`config.mk`:
```
export PLATFORM = sky130hd
export DESIGN_NAME = raw_guard_top
export DESIGN_NICKNAME = d
export VERILOG_FILES = /design/src/rtl/raw_pkg.sv /design/src/rtl/raw_match.sv /design/src/rtl/raw_opnd_ctl.sv /design/src/rtl/raw_hazard_unit.sv /design/src/rtl/raw_stage_pipe.sv /design/src/rtl/raw_guard_top.sv
export SDC_FILE = /design/constraint.sdc
export NUM_CORES = 1
export LEC_CHECK = 0
export ABC_AREA = 0
export BUFFER_PORTS_ARGS = -buffer_cell sky130_fd_sc_hd__clkbuf_2
export CORE_AREA = 4 4 87 65
export CTS_CLUSTER_SIZE = 20
export DETAILED_ROUTE_END_ITERATION = 8
export DIE_AREA = 0 0 91 69
export SYNTH_ARGS = -nofsm -noshare
export SYNTH_HDL_FRONTEND = slang
export SYNTH_SLANG_ARGS = --single-unit
```
`constraint.sdc`:
```
create_clock -name clk -period 3.9 [get_ports clk]
set_input_delay 0.39 -clock clk [delete_from_list [all_inputs] [get_ports clk]]
set_output_delay 0.39 -clock clk [all_outputs]
set_load 0.05 [all_outputs]
```
`src/rtl/raw_pkg.sv`:
```
package raw_pkg;

  // Operand source select carried into the ALU stage
  typedef enum logic [1:0] {
    SEL_RF  = 2'd0,  // register file (write-first)
    SEL_ALU = 2'd1,  // result latched at the end of the ALU stage
    SEL_MEM = 2'd2   // result latched at the end of the memory stage
  } opnd_sel_e;

  localparam int unsigned SEL_W = 2;

endpackage

```
`src/rtl/raw_match.sv`:
```
// Compares one decode source against one older producer.
module raw_match #(
  parameter int unsigned REG_W = 5
) (
  input  logic             src_en,
  input  logic [REG_W-1:0] src_num,
  input  logic             prod_v,
  input  logic             prod_we,
  input  logic [REG_W-1:0] prod_rd,
  output logic             hit
);

  logic same_num;

  assign same_num = (src_num == prod_rd);
  assign hit      = src_en & prod_v & prod_we & same_num;

endmodule

```
`src/rtl/raw_opnd_ctl.sv`:
```
// Per-operand decision: bypass source and stall request.
module raw_opnd_ctl
  import raw_pkg::*;
#(
  parameter int unsigned REG_W = 5
) (
  input  logic             fwd_en,
  input  logic             id_v,
  input  logic             use_src,
  input  logic [REG_W-1:0] src_num,
  input  logic             ex_v,
  input  logic             ex_we,
  input  logic             ex_ld,
  input  logic [REG_W-1:0] ex_rd,
  input  logic             mem_v,
  input  logic             mem_we,
  input  logic [REG_W-1:0] mem_rd,
  output logic [SEL_W-1:0] sel,
  output logic             need_stall
);

  logic      src_live;
  logic      hit_ex;
  logic      hit_mem;
  opnd_sel_e pick;

  assign src_live = id_v & use_src;

  raw_match #(.REG_W(REG_W)) u_m_ex (
    .src_en (src_live),
    .src_num(src_num),
    .prod_v (ex_v),
    .prod_we(ex_we),
    .prod_rd(ex_rd),
    .hit    (hit_ex)
  );

  raw_match #(.REG_W(REG_W)) u_m_mem (
    .src_en (src_live),
    .src_num(src_num),
    .prod_v (mem_v),
    .prod_we(mem_we),
    .prod_rd(mem_rd),
    .hit    (hit_mem)
  );

  always_comb begin
    pick       = SEL_RF;
    need_stall = 1'b0;
    if (fwd_en) begin
      // newest producer has priority
      if (hit_ex) begin
        pick       = SEL_ALU;
        need_stall = ex_ld;
      end else if (hit_mem) begin
        pick = SEL_MEM;
      end
    end else begin
      // stall-only: wait until producer reaches write-back
      need_stall = hit_ex | hit_mem;
    end
  end

  assign sel = pick;

endmodule

```
`src/rtl/raw_hazard_unit.sv`:
```
// Hazard detection across all decode operands.
module raw_hazard_unit
  import raw_pkg::*;
#(
  parameter int unsigned REG_W = 5,
  parameter int unsigned NOPND = 2
) (
  input  logic                        fwd_en,
  input  logic                        id_v,
  input  logic [NOPND-1:0][REG_W-1:0] id_src,
  input  logic [NOPND-1:0]            id_use,
  input  logic                        ex_v,
  input  logic                        ex_we,
  input  logic                        ex_ld,
  input  logic [REG_W-1:0]            ex_rd,
  input  logic                        mem_v,
  input  logic                        mem_we,
  input  logic [REG_W-1:0]            mem_rd,
  output logic [NOPND-1:0][SEL_W-1:0] sel,
  output logic                        stall
);

  logic [NOPND-1:0] opnd_stall;

  for (genvar g = 0; g < NOPND; g++) begin : g_opnd
    raw_opnd_ctl #(.REG_W(REG_W)) u_ctl (
      .fwd_en    (fwd_en),
      .id_v      (id_v),
      .use_src   (id_use[g]),
      .src_num   (id_src[g]),
      .ex_v      (ex_v),
      .ex_we     (ex_we),
      .ex_ld     (ex_ld),
      .ex_rd     (ex_rd),
      .mem_v     (mem_v),
      .mem_we    (mem_we),
      .mem_rd    (mem_rd),
      .sel       (sel[g]),
      .need_stall(opnd_stall[g])
    );
  end

  assign stall = |opnd_stall;

endmodule

```
`src/rtl/raw_stage_pipe.sv`:
```
// Decode, ALU and memory stage registers of the pipeline model.
module raw_stage_pipe
  import raw_pkg::*;
#(
  parameter int unsigned REG_W = 5,
  parameter int unsigned NOPND = 2
) (
  input  logic                        clk,
  input  logic                        rst_n,
  input  logic                        stall,
  input  logic                        in_valid,
  input  logic [REG_W-1:0]            in_rd,
  input  logic                        in_we,
  input  logic                        in_ld,
  input  logic [NOPND-1:0][REG_W-1:0] in_src,
  input  logic [NOPND-1:0]            in_use,
  input  logic [NOPND-1:0][SEL_W-1:0] id_sel,
  output logic                        id_v,
  output logic [REG_W-1:0]            id_rd,
  output logic [NOPND-1:0][REG_W-1:0] id_src,
  output logic [NOPND-1:0]            id_use,
  output logic                        ex_v,
  output logic [REG_W-1:0]            ex_rd,
  output logic                        ex_we,
  output logic                        ex_ld,
  output logic [NOPND-1:0][SEL_W-1:0] ex_sel,
  output logic                        mem_v,
  output logic [REG_W-1:0]            mem_rd,
  output logic                        mem_we
);

  logic id_we;
  logic id_ld;
  logic pass_id;

  // decode moves on only when not frozen and it holds something real
  assign pass_id = ~stall & id_v;

  // decode register: holds during a stall
  always_ff @(posedge clk or negedge rst_n) begin
    if (!rst_n) begin
      id_v   <= 1'b0;
      id_rd  <= '0;
      id_we  <= 1'b0;
      id_ld  <= 1'b0;
      id_src <= '0;
      id_use <= '0;
    end else if (!stall) begin
      id_v   <= in_valid;
      id_rd  <= in_rd;
      id_we  <= in_valid & in_we;
      id_ld  <= in_valid & in_ld;
      id_src <= in_src;
      id_use <= in_valid ? in_use : '0;
    end
  end

  // ALU stage register: bubble on stall or empty decode
  always_ff @(posedge clk or negedge rst_n) begin
    if (!rst_n) begin
      ex_v   <= 1'b0;
      ex_rd  <= '0;
      ex_we  <= 1'b0;
      ex_ld  <= 1'b0;
      ex_sel <= '0;
    end else if (pass_id) begin
      ex_v   <= 1'b1;
      ex_rd  <= id_rd;
      ex_we  <= id_we;
      ex_ld  <= id_ld;
      ex_sel <= id_sel;
    end else begin
      ex_v   <= 1'b0;
      ex_rd  <= '0;
      ex_we  <= 1'b0;
      ex_ld  <= 1'b0;
      ex_sel <= '0;
    end
  end

  // memory stage register: always advances
  always_ff @(posedge clk or negedge rst_n) begin
    if (!rst_n) begin
      mem_v  <= 1'b0;
      mem_rd <= '0;
      mem_we <= 1'b0;
    end else begin
      mem_v  <= ex_v;
      mem_rd <= ex_rd;
      mem_we <= ex_we;
    end
  end

endmodule

```
`src/rtl/raw_guard_top.sv`:
```
module raw_guard_top
  import raw_pkg::*;
#(
  parameter int unsigned REG_W = 5
) (
  input  logic             clk,
  input  logic             rst_n,
  input  logic             fwd_en,
  input  logic             iss_valid,
  output logic             iss_ready,
  input  logic [REG_W-1:0] iss_rd,
  input  logic             iss_we,
  input  logic             iss_ld,
  input  logic [REG_W-1:0] iss_ra,
  input  logic             iss_use_a,
  input  logic [REG_W-1:0] iss_rb,
  input  logic             iss_use_b,
  output logic             stall,
  output logic             ex_valid,
  output logic [REG_W-1:0] ex_rd,
  output logic [1:0]       ex_sel_a,
  output logic [1:0]       ex_sel_b
);

  localparam int unsigned NOPND = 2;
  localparam int unsigned OA    = 0;
  localparam int unsigned OB    = 1;

  logic [NOPND-1:0][REG_W-1:0] in_src;
  logic [NOPND-1:0]            in_use;
  logic                        id_v;
  logic [REG_W-1:0]            id_rd;
  logic [NOPND-1:0][REG_W-1:0] id_src;
  logic [NOPND-1:0]            id_use;
  logic [NOPND-1:0][SEL_W-1:0] id_sel;
  logic                        ex_v;
  logic                        ex_we;
  logic                        ex_ld;
  logic [REG_W-1:0]            ex_rd_q;
  logic [NOPND-1:0][SEL_W-1:0] ex_sel;
  logic                        mem_v;
  logic [REG_W-1:0]            mem_rd;
  logic                        mem_we;
  logic                        hz_stall;

  assign in_src[OA] = iss_ra;
  assign in_src[OB] = iss_rb;
  assign in_use[OA] = iss_use_a;
  assign in_use[OB] = iss_use_b;

  raw_hazard_unit #(.REG_W(REG_W), .NOPND(NOPND)) u_hz (
    .fwd_en(fwd_en),
    .id_v  (id_v),
    .id_src(id_src),
    .id_use(id_use),
    .ex_v  (ex_v),
    .ex_we (ex_we),
    .ex_ld (ex_ld),
    .ex_rd (ex_rd_q),
    .mem_v (mem_v),
    .mem_we(mem_we),
    .mem_rd(mem_rd),
    .sel   (id_sel),
    .stall (hz_stall)
  );

  raw_stage_pipe #(.REG_W(REG_W), .NOPND(NOPND)) u_pipe (
    .clk     (clk),
    .rst_n   (rst_n),
    .stall   (hz_stall),
    .in_valid(iss_valid),
    .in_rd   (iss_rd),
    .in_we   (iss_we),
    .in_ld   (iss_ld),
    .in_src  (in_src),
    .in_use  (in_use),
    .id_sel  (id_sel),
    .id_v    (id_v),
    .id_rd   (id_rd),
    .id_src  (id_src),
    .id_use  (id_use),
    .ex_v    (ex_v),
    .ex_rd   (ex_rd_q),
    .ex_we   (ex_we),
    .ex_ld   (ex_ld),
    .ex_sel  (ex_sel),
    .mem_v   (mem_v),
    .mem_rd  (mem_rd),
    .mem_we  (mem_we)
  );

  assign stall     = hz_stall;
  assign iss_ready = ~hz_stall;
  assign ex_valid  = ex_v;
  assign ex_rd     = ex_rd_q;
  assign ex_sel_a  = ex_sel[OA];
  assign ex_sel_b  = ex_sel[OB];

endmodule

```
---- After elaboration in Yosys (flattened, before gate mapping) ----
Index checks and enable logic that the tools add are counted.
word-level totals
  word-level logic and storage cells ...... 57
  output and inout port bits .............. 12
  flip-flop bits (word level) ............. 39
operators by class
  reduce and logical (&&, ||, !) cells .... 1
  bitwise operators ....................... 20
  eq/ne operators ......................... 4
  mux-type cells .......................... 16
operator list
  kind              number
  $eq A5 B5 Y1      4
  $and A1 B1 Y1     17
  $mux W2           7
  $mux W1           7
  $mux W5           1
  $mux W4           1
  $or A1 B1 Y1      2
  $reduce_or A2 Y1  1
  $not A1 Y1        1

---- Longest topological paths before layout ----
  depth after elaboration ................. 10
  gate-level depth with buffers ........... 9
  mapped depth without buffers ............ 7

---- By module ----
From an unflattened synthesis, not the netlist that was laid out.
unflattened totals
  cell total of the unflattened synthesis .. 129
  area, all modules ....................... 1,714.1 um^2
modules (own cells, without submodules)
  module           sequential area each (um^2)  area each (um^2)  cells an instance  instances
  raw_stage_pipe   975.9                        1,373.8           83                 1
  raw_match        0.0                          65.1              8                  4
  raw_opnd_ctl     0.0                          35.0              6                  2
  raw_hazard_unit  0.0                          6.3               1                  1
  raw_guard_top    0.0                          3.8               1                  1

---- Worst setup path after synthesis ----
No wires, ideal clock.
  path type ............................... register -> output
  start point ............................. register u_pipe.ex_rd[1]
  end point ............................... output port stall
  setup slack ............................. 1,348 ps
  arrival ................................. 2,162 ps
  cell stages (with the launch flop) ...... 9
  buffers on the path ..................... 2
  data required time ...................... 3,510 ps
  cell sequence ........................... dfrtp_1 -> xnor2_1 -> nand4_1 -> nor4_1 -> o22ai_1 -> o21a_1 -> buf_6 -> buf_12 -> inv_1
between the ends
  longest elaborated chain between the ends .. 5
  elaborated cells on any way between the ends .. 11
  classes of those cells .................. eq/ne (2); mux (4); bitwise (4); reduce/logical (1)
ends and longest elaborated chain
  item                                            RTL line                                RTL
  start: declaration                              raw_stage_pipe.sv:23                    output logic [REG_W-1:0] ex_rd,
  start signal: assignment                        raw_stage_pipe.sv:68                    ex_rd <= id_rd;
  $eq A5 B5 Y1                                    raw_match.sv:15                         assign same_num = (src_num == prod_rd);
  $and A1 B1 Y1                                   raw_match.sv:16                         assign hit = src_en & prod_v & prod_we & same_num;
  $or A1 B1 Y1 / $mux W1 (equally long branches)  raw_opnd_ctl.sv:60, raw_opnd_ctl.sv:52
  $mux W1                                         raw_opnd_ctl.sv:50                      if (fwd_en) begin
  $reduce_or A2 Y1 (*)                            raw_hazard_unit.sv:43                   assign stall = |opnd_stall;
  end: declaration                                raw_guard_top.sv:18                     output logic stall,
Mark *: on every way between the ends. The rest lies on a longest branch, timed or not.

---- Final worst setup path ----
  start point ............................. register u_pipe.id_v
  end point ............................... output port stall
between the ends
  longest elaborated chain between the ends .. 7
  elaborated cells on any way between the ends .. 21
  classes of those cells .................. mux (4); bitwise (16); reduce/logical (1)
ends and longest elaborated chain
  item                                            RTL line                                RTL
  start: declaration                              raw_stage_pipe.sv:18                    output logic id_v,
  start signal: assignment                        raw_stage_pipe.sv:49                    id_v <= in_valid;
  $and A1 B1 Y1                                   raw_opnd_ctl.sv:27                      assign src_live = id_v & use_src;
  $and A1 B1 Y1 (3 in series)                     raw_match.sv:16
  $or A1 B1 Y1 / $mux W1 (equally long branches)  raw_opnd_ctl.sv:60, raw_opnd_ctl.sv:52
  $mux W1                                         raw_opnd_ctl.sv:50
  $reduce_or A2 Y1 (*)                            raw_hazard_unit.sv:43
Marked as above.

==> out/qor.csv <==
stage,metric,value,unit
critical_path,CP endpoint kind,output port,
cells_and_area,ANT cells,0,
run,max-cap violation count,0,
critical_path,kind of critical path,reg2out,
clock_network,setup bufs post-CTS,0,
floorplanning,Ports,35,
power,static leakage,0.972,nW
clock_network,cts hold-fix bufs,0,
routing,initial drt markers,40,
placed_design,hpwl dp,2380,µm
clock_network,TritonCTS clock tree,built,
floorplanning,Die ar.,6280,µm²
timing,Slew HR,38.1,%
logic_synthesis,Post-synth EDFFs,0,
timing,Worst Max-Slew Pin Slew,0.928,ns
critical_path,WP data required,3.51,ns
timing,Final Setup Violations,0,
logic_synthesis,"Top FF cell, synth",dfrtp_1,
cells_and_area,Non-Filler Instances,215,
logic_synthesis,cells after synthesis,119,
cells_and_area,Nets,181,
clock_network,CTS root buffer,clkbuf_8,
cells_and_area,layout cells sized above 1,37.3,%
routing,via count,1009,
logic_synthesis,"Cell Area, Synth",1640,µm²
min_path,min-delay worst type,in2async,
routing,WL/cell,14.8,µm
grt,"Remaining Overflow, GRT",0,
logic_synthesis,yosys warns,0,
cells_and_area,area of the multi-input gates,603,µm²
placed_design,RePlAce Congestion,0.815,
clock_network,clk sinks,39,
floorplanning,row cnt,21,
timing,Max Freq,351,MHz
timing,setup TNS,0,ns
clock_network,CTS Buffer Depth,2,
clock_network,clk slew on worst S/H paths,0.07,ns
timing,fin crit period,2.85,ns
timing,count of final hold-check violations,0,
routing,DR vias/cell,4.69,
critical_path,type of origin of the critical path,flip-flop,
placed_design,Cells after DPL,208,
clock_network,CTS Buf Count,5,
floorplanning,starting density of the core,34.7,%
floorplanning,Core Area,4730,µm²
grt,largest net degree at the start of global routing,40,
clock_network,Worst-Skew Late Latency,0.29,ns
grt,gr usage total,11.2,%
clock_network,H-Tree Depth,2,
floorplanning,Die W,91,µm
grt,initial antenna violation count,0,
logic_synthesis,synthesized flop and latch total,39,
status,status,"complete, no violations",
timing,clk_skew,0.00885,ns
timing,Pins Over Slew Limit,0,
placed_design,Port-buffer cells,34,
critical_path,Crit Path Max Fanout,10,
logic_synthesis,"Seq/Total Area, Yosys",59.5,%
logic_synthesis,Post-Synthesis Net Count,142,
power,VDD IR max,132,µV
logic_synthesis,asr flop ratio synth,100,%
logic_synthesis,Cell variety after synth,25,
cells_and_area,Storage cell area,976,µm²
grt,global-route wire length before repair,5440,µm
grt,vias in the first global route,1143,
cells_and_area,area grow syn2layout,18.0,%
routing,Post-Route WL,3180,µm
routing,Detailed Routing Iterations Pass 1,4,
floorplanning,Die Height,69,µm
clock_network,PostCTS Resize Cnt,0,
logic_synthesis,syn_area_per_cell,13.8,µm²
critical_path,worst path arrival time,2.46,ns
power,Pwr Density,397,nW/µm²
timing,final critical-path share of the clock period,73.1,%
routing,remaining antenna violation count,0,
cells_and_area,Filler Cell Count,459,
timing,RSZ-0062 raised after global routing,false,
routing,DRC,0,
## cells in the final DEF, fill, tap and decap left out, types with 4 or more instances in the layout
| cell | count |
|---|---|
| nand2_1 | 5 |
| clkbuf_2 | 34 |
| dfrtp_1 | 39 |
| mux2_2 | 7 |
| clkbuf_8 | 5 |
| xor2_1 | 7 |
| mux2_4 | 8 |
| xnor2_1 | 13 |
| mux2i_1 | 4 |
| inv_1 | 7 |
| nand4_1 | 4 |
## final timing paths
check	startpoint	to	slack (ns)	cells past startpoint
setup / recovery	u_pipe.id_v$_DFFE_PN0N_	stall	1.05	6
hold / removal	rst_n	u_pipe.mem_rd[3]$_DFF_PN0_	0.23	1
setup reg to reg	u_pipe.id_v$_DFFE_PN0N_	u_pipe.id_src[4]$_DFFE_PN0N_	1.46	6
hold reg to reg	u_pipe.ex_we$_DFF_PN0_	u_pipe.mem_we$_DFF_PN0_	0.39	0
max in group asynchronous	rst_n	u_pipe.ex_ld$_DFF_PN0_	3.09	1
min in group clk	iss_use_a	u_pipe.id_use[0]$_DFFE_PN0N_	0.33	3
## flip-flops by register name, indices dropped and copies added (netlist names)
| signal | flops |
|---|---|
| u_pipe.id_src | 10 |
| u_pipe.mem_we | 1 |
| u_pipe.mem_v | 1 |
| u_pipe.ex_sel | 4 |
| u_pipe.id_v | 1 |
| u_pipe.ex_we | 1 |
| u_pipe.ex_ld | 1 |
| u_pipe.ex_v | 1 |
| u_pipe.id_we | 1 |
| u_pipe.id_rd | 5 |
| u_pipe.mem_rd | 5 |
| u_pipe.ex_rd | 5 |
| u_pipe.id_ld | 1 |
| u_pipe.id_use | 2 |
## through the flow
| step | hold slack (ns) | instance area [µm²] | utilization [%] | total power (W) | setup slack, ns |
|---|---|---|---|---|---|
| 3_5_place_dp | 0.363 | 1850 | 39.2 | 0.000521 | 1.39 |
| 6_report | 0.226 | 1940 | 41.0 | 0.000768 | 1.05 |
| 5_1_grt | 0.326 | 1940 | 41.0 | 0.000806 | 0.837 |
| 4_1_cts | 0.267 | 1940 | 41.0 | 0.000782 | 1.04 |
| 2_1_floorplan | 0.0944 | 1640 | - | 0.000488 | 1.35 |
| 3_3_place_gp | 0.362 | 1850 | 39.2 | 0.000520 | 1.44 |
## kinds of logic after synthesis
kind of cell / count (synthesis) / share of synthesized area [%]
buffers and inverters: 10 / 3.81
AOI/OAI and AO/OA: 4 / 1.91
and+or+nand+nor: 27 / 9.60
xor gates and xnor gates: 20 / 10.7
DFF: 39 / 59.5
muxes: 19 / 14.6
## where the power goes
| group | leakage [nW] | internal (W) | switching [W] |
|---|---|---|---|
| sequential | 0.486 | 0.000423 | 0.0000179 |
| combinational | 0.441 | 0.0000341 | 0.0000378 |
| clock | 0.0440 | 0.000122 | 0.000134 |
## area by class of cell
cell class              count  share of cell area (%)
flip-flops and latches     39                    50.4
multi-input cells          70                    31.1
repair buffers             35                    9.17
well taps                  57                    3.68
clock buffers               5                    3.55
inverters                   7                    1.36
clock inverters             2                   0.711
## metal layers
metal  track usage [%]  vias to the layer above  wire length, µm
li1                  -                      480                -
met1              15.2                      491             1570
met2              15.4                       31             1270
met3              4.67                        7              287
met4              5.02                        0               47
met5                 0                        -                0
## Yosys cell counts (3+ instances only)
master,n,area share (%)
and3_1,3,1.1
dfrtp_1,39,59
inv_1,7,1.6
mux2_2,7,4.8
mux2_4,8,7.3
mux2i_1,4,2.4
nand2_1,5,1.1
nand4_1,4,1.5
xnor2_1,13,6.9
xor2_1,7,3.7
## worst max-delay path: stages (launching register included)
cell and delay (ns):
dfrtp_1 0.51, nand3_1 0.15, or4_1 0.56, and2_1 0.18, o21a_1 0.31, inv_1 0.17
clkbuf_2 0.29
Note: power is estimated with default switching activity, not from simulation.
